--- config.mk ---
export PLATFORM = sky130hd
export DESIGN_NAME = mm_sched_gen
export DESIGN_NICKNAME = d
export VERILOG_FILES = /design/src/rtl/mm_sched_pkg.sv /design/src/rtl/mm_dim_check.sv /design/src/rtl/mm_step_ctr.sv /design/src/rtl/mm_flat_addr.sv /design/src/rtl/mm_sched_gen.sv
export SDC_FILE = /design/constraint.sdc
export NUM_CORES = 1
export LEC_CHECK = 0
export BUFFER_PORTS_ARGS = -buffer_cell sky130_fd_sc_hd__clkbuf_2
export CAP_MARGIN = 10
export CORE_ASPECT_RATIO = 0.5
export CORE_UTILIZATION = 45
export CTS_CLUSTER_SIZE = 10
export DETAILED_ROUTE_END_ITERATION = 6
export GPL_TIMING_DRIVEN = 0
export PLACE_DENSITY = 0.73
export SLEW_MARGIN = 20
export SYNTH_ARGS = -nofsm -noshare
export SYNTH_HDL_FRONTEND = slang
export SYNTH_SLANG_ARGS = --single-unit
--- constraint.sdc ---
create_clock -name clk_i -period 3.99 [get_ports clk_i]
set_clock_uncertainty 0.05 [all_clocks]
set_input_delay 0.5985 -clock clk_i [delete_from_list [all_inputs] [get_ports clk_i]]
set_output_delay 0.5985 -clock clk_i [all_outputs]
set_load 0.02 [all_outputs]
--- src/rtl/mm_sched_pkg.sv ---
package mm_sched_pkg;

    localparam int unsigned DIM_W  = 7;
    localparam int unsigned IDX_W  = 7;
    localparam int unsigned N_AXIS = 3;
    localparam int unsigned MAX_VL = 127;
    localparam int unsigned PROD_W = N_AXIS * DIM_W;

    typedef struct packed {
        logic [DIM_W-1:0] cols;
        logic [DIM_W-1:0] rows;
        logic [DIM_W-1:0] inner;
        logic [IDX_W-1:0] vl;
        logic             active;
        logic             err;
        logic             done;
    } ctl_t;

endpackage

--- src/rtl/mm_dim_check.sv ---
module mm_dim_check
    import mm_sched_pkg::*;
(
    input  logic [DIM_W-1:0] cols_i,
    input  logic [DIM_W-1:0] rows_i,
    input  logic [DIM_W-1:0] inner_i,
    output logic             ok_o,
    output logic [IDX_W-1:0] vl_o
);

    logic [PROD_W-1:0] prod_w;
    logic              nonzero_w;

    assign prod_w    = PROD_W'(cols_i) * PROD_W'(rows_i) * PROD_W'(inner_i);
    assign nonzero_w = (cols_i != '0) && (rows_i != '0) && (inner_i != '0);
    assign ok_o      = nonzero_w && (prod_w <= PROD_W'(MAX_VL));
    assign vl_o      = ok_o ? prod_w[IDX_W-1:0] : '0;

endmodule

--- src/rtl/mm_step_ctr.sv ---
module mm_step_ctr
    import mm_sched_pkg::*;
(
    input  logic                           clk_i,
    input  logic                           rst_ni,
    input  logic                           clear_i,
    input  logic                           adv_i,
    input  logic [N_AXIS-1:0][DIM_W-1:0]   lim_i,
    output logic [N_AXIS-1:0][DIM_W-1:0]   cnt_o,
    output logic [N_AXIS-1:0]              end_o
);

    logic [N_AXIS-1:0][DIM_W-1:0] cnt_d, cnt_q;
    logic [N_AXIS:0]              carry_w;
    logic [N_AXIS-1:0]            end_w;

    assign carry_w[0] = adv_i;

    // axis 0 is fastest; each wrap carries into the next slower axis
    for (genvar k = 0; k < N_AXIS; k++) begin : g_axis
        assign end_w[k]     = (cnt_q[k] == lim_i[k] - DIM_W'(1));
        assign carry_w[k+1] = carry_w[k] & end_w[k];
        assign cnt_d[k]     = clear_i    ? '0 :
                              carry_w[k] ? (end_w[k] ? '0 : cnt_q[k] + DIM_W'(1)) :
                                           cnt_q[k];
    end

    always_ff @(posedge clk_i or negedge rst_ni) begin
        if (!rst_ni) cnt_q <= '0;
        else         cnt_q <= cnt_d;
    end

    assign cnt_o = cnt_q;
    assign end_o = end_w;

    // column counter steps by one when it is not at its end
    a_r2_col_step: assert property (@(posedge clk_i) disable iff (!rst_ni)
        adv_i && !clear_i && !end_w[0] |=> cnt_q[0] == $past(cnt_q[0]) + DIM_W'(1));

    // row counter waits while the column counter has not wrapped
    a_r2_row_wait: assert property (@(posedge clk_i) disable iff (!rst_ni)
        adv_i && !clear_i && !end_w[0] |=> $stable(cnt_q[1]));

endmodule

--- src/rtl/mm_flat_addr.sv ---
module mm_flat_addr
    import mm_sched_pkg::*;
(
    input  logic [DIM_W-1:0] x_i,
    input  logic [DIM_W-1:0] y_i,
    input  logic [DIM_W-1:0] z_i,
    input  logic [DIM_W-1:0] cols_i,
    input  logic [DIM_W-1:0] inner_i,
    output logic [IDX_W-1:0] src1_o,
    output logic [IDX_W-1:0] src2_o,
    output logic [IDX_W-1:0] acc_o
);

    localparam int unsigned WIDE_W = 2 * DIM_W + 1;

    // row-major flattening: row * row_length + column
    assign src1_o = IDX_W'(WIDE_W'(y_i) * WIDE_W'(inner_i) + WIDE_W'(z_i));
    assign src2_o = IDX_W'(WIDE_W'(z_i) * WIDE_W'(cols_i)  + WIDE_W'(x_i));
    assign acc_o  = IDX_W'(WIDE_W'(y_i) * WIDE_W'(cols_i)  + WIDE_W'(x_i));

endmodule

--- src/rtl/mm_sched_gen.sv ---
module mm_sched_gen
    import mm_sched_pkg::*;
(
    input  logic             clk_i,
    input  logic             rst_ni,
    input  logic             start_i,
    input  logic [DIM_W-1:0] n_col_i,
    input  logic [DIM_W-1:0] n_row_i,
    input  logic [DIM_W-1:0] n_inner_i,
    input  logic             ready_i,
    output logic             valid_o,
    output logic [IDX_W-1:0] src1_off_o,
    output logic [IDX_W-1:0] src2_off_o,
    output logic [IDX_W-1:0] acc_off_o,
    output logic [N_AXIS-1:0] end_o,
    output logic             last_o,
    output logic [IDX_W-1:0] vl_o,
    output logic             err_o,
    output logic             done_o
);

    ctl_t st_d, st_q;

    logic                         cfg_ok_w;
    logic [IDX_W-1:0]             cfg_vl_w;
    logic [N_AXIS-1:0][DIM_W-1:0] cnt_w;
    logic [N_AXIS-1:0]            end_w;
    logic                         fire_w;
    logic                         last_w;

    mm_dim_check i_dim_check (
        .cols_i  (n_col_i),
        .rows_i  (n_row_i),
        .inner_i (n_inner_i),
        .ok_o    (cfg_ok_w),
        .vl_o    (cfg_vl_w)
    );

    assign fire_w = st_q.active & ready_i;
    assign last_w = st_q.active & (&end_w);

    mm_step_ctr i_step_ctr (
        .clk_i   (clk_i),
        .rst_ni  (rst_ni),
        .clear_i (start_i),
        .adv_i   (fire_w & ~start_i),
        .lim_i   ({st_q.inner, st_q.rows, st_q.cols}),
        .cnt_o   (cnt_w),
        .end_o   (end_w)
    );

    mm_flat_addr i_flat_addr (
        .x_i     (cnt_w[0]),
        .y_i     (cnt_w[1]),
        .z_i     (cnt_w[2]),
        .cols_i  (st_q.cols),
        .inner_i (st_q.inner),
        .src1_o  (src1_off_o),
        .src2_o  (src2_off_o),
        .acc_o   (acc_off_o)
    );

    always_comb begin
        st_d      = st_q;
        st_d.done = 1'b0;
        if (start_i) begin
            st_d.cols   = n_col_i;
            st_d.rows   = n_row_i;
            st_d.inner  = n_inner_i;
            st_d.vl     = cfg_vl_w;
            st_d.err    = ~cfg_ok_w;
            st_d.active = cfg_ok_w;
        end else if (fire_w && last_w) begin
            st_d.active = 1'b0;
            st_d.done   = 1'b1;
        end
    end

    always_ff @(posedge clk_i or negedge rst_ni) begin
        if (!rst_ni) st_q <= '0;
        else         st_q <= st_d;
    end

    assign valid_o = st_q.active;
    assign end_o   = st_q.active ? end_w : '0;
    assign last_o  = last_w;
    assign vl_o    = st_q.vl;
    assign err_o   = st_q.err;
    assign done_o  = st_q.done;

    // a refused configuration never presents a step
    a_r4_err_silent: assert property (@(posedge clk_i) disable iff (!rst_ni)
        err_o |-> !valid_o);

    // every offset stays inside the step count
    a_r3_in_range: assert property (@(posedge clk_i) disable iff (!rst_ni)
        valid_o |-> (src1_off_o < vl_o) && (src2_off_o < vl_o) && (acc_off_o < vl_o));

    // a stalled step holds still
    a_r6_hold: assert property (@(posedge clk_i) disable iff (!rst_ni)
        valid_o && !ready_i && !start_i |=> valid_o && $stable(src1_off_o)
            && $stable(src2_off_o) && $stable(acc_off_o) && $stable(last_o));

    // accepting the final step ends the run with a done pulse
    a_r8_done: assert property (@(posedge clk_i) disable iff (!rst_ni)
        valid_o && ready_i && last_o && !start_i |=> done_o && !valid_o);

    // done lasts one cycle
    a_r8_done_once: assert property (@(posedge clk_i) disable iff (!rst_ni)
        done_o && !start_i |=> !done_o);

    // the accumulator target moves on every accepted step
    a_r9_acc_moves: assert property (@(posedge clk_i) disable iff (!rst_ni)
        valid_o && ready_i && !last_o && !start_i && (st_q.cols != 1 || st_q.rows != 1)
            |=> acc_off_o != $past(acc_off_o));

endmodule

# ---- Yosys cells after proc, flatten, opt, wreduce, memory -nomap -nowiden
# Index checks and enable logic that the tools add are counted.
# Widths: inputs -> output; s select.
dict set report word_totals {
  reg_bits 52
  input_bits 25
  out_inout_bits 35
  word_cells 62
}
dict set report op_classes {
  n_addsub 9
  mul 5
  order_cmp 1
  n_eq_ne 3
  muxes 15
  bitwise_logic 7
  reduce_logical 12
}
# operator n
set op_table {}
lappend op_table {{$mux 7} 10}
lappend op_table {{$add 7x1->7 const B} 3}
lappend op_table {{$add 7x7->7} 3}
lappend op_table {{$eq 7x7->1} 3}
lappend op_table {{$le 21x7->1 const B} 1}
lappend op_table {{$mul 14x7->21} 1}
lappend op_table {{$mul 7x7->7} 3}
lappend op_table {{$reduce_bool 7->1} 3}
lappend op_table {{$sub 7x1->7 const B} 3}
lappend op_table {{$mul 7x7->14} 1}
lappend op_table {{$reduce_bool 2->1} 4}
lappend op_table {{$and 1x1->1} 5}
lappend op_table {{$logic_and 1x1->1} 4}
lappend op_table {{$mux 1} 4}
lappend op_table {{$mux 3} 1}
lappend op_table {{$reduce_and 3->1} 1}
lappend op_table {{$not 1->1} 2}

# ---- Logic depth before layout (Yosys ltp)
dict set report depth {
  word_depth 7
  mapped_depth 34
  depth_no_buf 32
}

# ---- By module
# Synthesis repeated with hierarchy kept, for this count alone.
dict set report hier_totals {
  cells_unflattened 1194
  area_unflattened_um2 10562.6
}
# mod instances cells_per_inst area_per_inst_um2 seq_area_each_um2
set modules_own_cells {}
lappend modules_own_cells {mm_dim_check 1 574 4830.9 0.0}
lappend modules_own_cells {mm_flat_addr 1 312 2592.5 0.0}
lappend modules_own_cells {mm_step_ctr 1 228 1898.1 525.5}
lappend modules_own_cells {mm_sched_gen 1 80 1241.2 775.7}

# ---- Least setup slack after synthesis
# OpenSTA, ideal clock, no wires.
dict set report synth_path {
  path_kind {input -> register}
  from {in n_col_i[2]}
  to {reg st_q, in the netlist err_o}
  setup_time_ns 0.126
  t_arrival_ns 8.735
  required_time_ns 3.814
  path_slack_ns -4.921
  cell_stages 33
  n_path_buf 1
  cell_sequence {clkbuf_1 > nand2_1 > fa_1 > inv_1 > ha_1 > inv_1 > fa_1 > inv_1 > fa_1 > ha_1 > inv_1 > o21ai_0 > a21o_1 > a21o_1 > a31oi_1 > o311ai_0 > nand2_1 > fa_1 > inv_1 > fa_1 > fa_1 > inv_1 > fa_1 > inv_1 > ha_1 > a21oi_1 > o21ai_0 > a211o_1 > a31oi_1 > or3_1 > nor4_2 > nand2_1 > o32a_1}
}
dict set report synth_via {
  elab_chain_len 5
  elab_cells_between_ends 8
  classes_between {2 x mul; 1 x order compare; 1 x bitwise; 4 x reduce/logical}
}
# item line
set synth_rtl {}
lappend synth_rtl {{start: declaration} mm_sched_gen.sv:7} ;# input logic [DIM_W-1:0] n_col_i,
lappend synth_rtl {{$mul 7x7->14 / $reduce_bool 7->1 (equally long branches)} {mm_dim_check.sv:14, mm_dim_check.sv:15}}
lappend synth_rtl {{$mul 14x7->21 / $logic_and 1x1->1 (equally long branches)} {mm_dim_check.sv:14, mm_dim_check.sv:15}}
lappend synth_rtl {{$le 21x7->1 / $logic_and 1x1->1 (equally long branches)} {mm_dim_check.sv:16, mm_dim_check.sv:15}}
lappend synth_rtl {{$logic_and 1x1->1 (*)} mm_dim_check.sv:16} ;# assign ok_o = nonzero_w && (prod_w <= PROD_W'(MAX_VL));
lappend synth_rtl {{$not 1->1 (*)} mm_sched_gen.sv:71} ;# st_d.err = ~cfg_ok_w;
lappend synth_rtl {{end signal: assignment} mm_sched_gen.sv:81} ;# else st_q <= st_d;
lappend synth_rtl {{end: declaration} mm_sched_gen.sv:22} ;# ctl_t st_d, st_q;
# Every way passes the cells marked *; elsewhere a longest branch is shown, timed or not.
# A chain may end at the register's enable or synchronous reset.

# ---- Worst setup path after layout
dict set report layout_path {
  from {in n_col_i[3]}
  to {reg st_q, in the netlist err_o}
}
# Same word-level chain as after synthesis.

==> qor.csv <==
metric;value;unit
cts_buffers;5;
start_util;46.7;%
grt_max_degree;53;
antenna_found_initial;0;
rsz0062_at_grt;true;
rows;38;
clk-insertion-delay-late;310;ps
crit_buf_inv;3;
grt-ovfl-total;0;
diodes;0;
drv_slew;0;
tritoncts;done;
worst_setup_path_start_kind;primary input;
fill_cells;1745;
max_stage_delay;590;ps
synth_ff_type;dfrtp_1;
ys_ff_latch;52;
drt_iter0_drc;629;
cts_buffer_depth;2;
wirelength;27000;µm
track_usage;23.3;%
run_status;finished with violations;
worst-path-max-fanout;8;
firstDrtPassIters;6;
max_freq;124;MHz
cts-root-buf;clkbuf_16;
wire_per_inst;16.8;µm
critPathKind;in2reg;
htreeDepth;2;
seq_area_frac_synth;12.7;%
boundaryPins;60;
crit_family;adder cells;
cp_common_cell;fa_1;
synth_nets;1444;
core_area;22000;µm²
max_slew_margin;51.1;%
ff_latch_area;1320;µm²
io_buffers;52;
yosysWarnings;0;
violations;negative setup slack;
post-dp-hpwl;19600;µm
postSynthCellCount;1175;
drc_errors;0;
cts.sinks;52;
critPathCaptureType;flip-flop;
multiInputGateArea;9120;µm²
finalHoldViolCount;0;
die_h;109;µm
worstMarginPinSlew;734;ps
dieWidth;216;µm
synth_area;10300;µm²
gp_congestion;0.891;
clk_pin_slew;80;ps
drive_gt1_share;27.5;%
ctsHoldBuffers;0;
area_delta_synth_final;26.8;%
synth_cell_types;69;
setup_viol;17;
via_per_inst;5.41;
fin_crit_sh;202;%
slowest_stage;fa_1;
place_ws;-4850;ps
avgSynthCellArea;8.75;µm²
async_flop_share;100;%
worstHoldPathType;in2async;
timing.critical_path.required;4130;ps
fin_ws;-4080;ps
finalNetCount;1571;
ant_nets;0;
grt_pass1_vias;9069;
worstPathArrival;8210;ps
fin_crit;8070;ps
synth_edf_count;0;
maxCapViolCount;0;
die_area;23500;µm²
grt_pass1_wl;44100;µm
fin_setup_tns;-38310;ps
vias;8680;
[through the flow]
stage	utilization (%)	instance area (µm²)	std cells	hold slack [ps]
6_report	59.2	13000	1603	307
5_1_grt	59.2	13000	1603	373
4_1_cts	56.6	12500	1567	354
3_5_place_dp	51.8	11400	1527	420
3_3_place_gp	51.8	11400	1527	412
2_1_floorplan	-	10800	1175	253
[state kept, by name (all words and copies together) (netlist names)]
name              flops
vl_o                  7
done_o                1
i_step_ctr.cnt_o     21
st_q                 21
err_o                 1
valid_o               1
[layout by cell type (no fill, tap or decap), types with 9 or more instances in the layout]
| cell | netlist | routed |
|---|---|---|
| inv_1 | 175 | 150 |
| and2_1 | 133 | 118 |
| nand2_1 | 120 | 108 |
| fa_1 | 119 | 106 |
| ha_1 | 125 | 95 |
| buf_4 | 0 | 75 |
| xnor2_1 | 76 | 56 |
| dfrtp_1 | 52 | 40 |
| clkbuf_2 | 0 | 33 |
| nor2_1 | 30 | 30 |
| ha_4 | 0 | 27 |
| xor2_1 | 28 | 25 |
| o21ai_0 | 30 | 25 |
| inv_2 | 0 | 24 |
| a21oi_1 | 32 | 22 |
| a21o_1 | 21 | 19 |
| xnor2_2 | 0 | 18 |
| nor2b_1 | 18 | 17 |
| mux2_2 | 17 | 17 |
| buf_6 | 1 | 16 |
| nand3_1 | 16 | 16 |
| and2_4 | 0 | 15 |
| clkbuf_16 | 0 | 14 |
| fa_2 | 0 | 13 |
| nor3_1 | 13 | 12 |
| dfrtp_2 | 0 | 12 |
| clkbuf_1 | 38 | 11 |
| clkbuf_8 | 0 | 11 |
| and3_1 | 11 | 11 |
| nand2b_1 | 9 | 9 |
| nand4_1 | 9 | 9 |
[path summary, 6_finish.rpt]
check / cells after the start / start / end / slack, ps
max in group asynchronous: 1 / rst_ni / i_step_ctr.cnt_o[18] / 3030
max: 26 / n_col_i[3] / err_o / -4080
min: 1 / rst_ni / i_step_ctr.cnt_o[6] / 310
min in group clk_i: 2 / vl_o[5] / vl_o[5] / 450
min reg2reg: 2 / vl_o[5] / vl_o[5] / 450
max reg2reg: 11 / st_q[24] / valid_o / 770
[layout make-up]
| type | instances | share of cell area (%) |
|---|---|---|
| buffer | 30 | 2.49 |
| clock buffer | 5 | 0.960 |
| clock inverter | 3 | 0.211 |
| inverter | 176 | 5.09 |
| multi-input combinational | 903 | 70.0 |
| sequential | 52 | 10.1 |
| tap | 300 | 2.88 |
| timing repair buffer | 134 | 8.30 |
[synthesized netlist by cell type (all sizes together) (18+ instances only)]
library cell,n,area share [%]
a21o,21,1.5
a21oi,32,1.6
and2,133,8.1
clkbuf,38,1.4
dfrtp,52,13
fa,119,23
ha,125,15
inv,175,6.4
nand2,120,4.4
nor2,31,1.2
nor2b,18,1.1
o21ai,34,1.7
xnor2,76,6.5
xor2,28,2.4
[cells by family (layout without fill, tap and decap cells)]
logic type,count (synthesis),count (layout),synth area share [%]
adders and majority gates,244,244,38.4
DFF,52,52,12.7
AOI/OAI and AO/OA,137,137,9.14
xor gates and xnor gates,104,104,8.86
and+or+nand+nor,399,399,20.8
buffers and inverters,220,348,8.14
muxes,19,19,2.06
[metal layers]
layer  wire, µm  share of wire (%)  up-vias  global-route usage [%]
met5          0                  0        -                       0
met1      11800                 44     4341                    30.0
met4        698                2.6        0                    7.60
met2      13400                 50      236                    41.9
met3       1050                3.9       58                    2.01
li1           -                  -     4045                       -
[what timing repair did]
item / CTS / global route
resized for setup: 136 / 80
pin swaps: 79 / 54
endpoints found under the setup margin: 21 / 21
gates cloned: 0 / 0
buffers inserted: 44 / 38
Power is not shown: default switching activity piles up to over one toggle a cycle in this logic, so the estimate is an artifact.
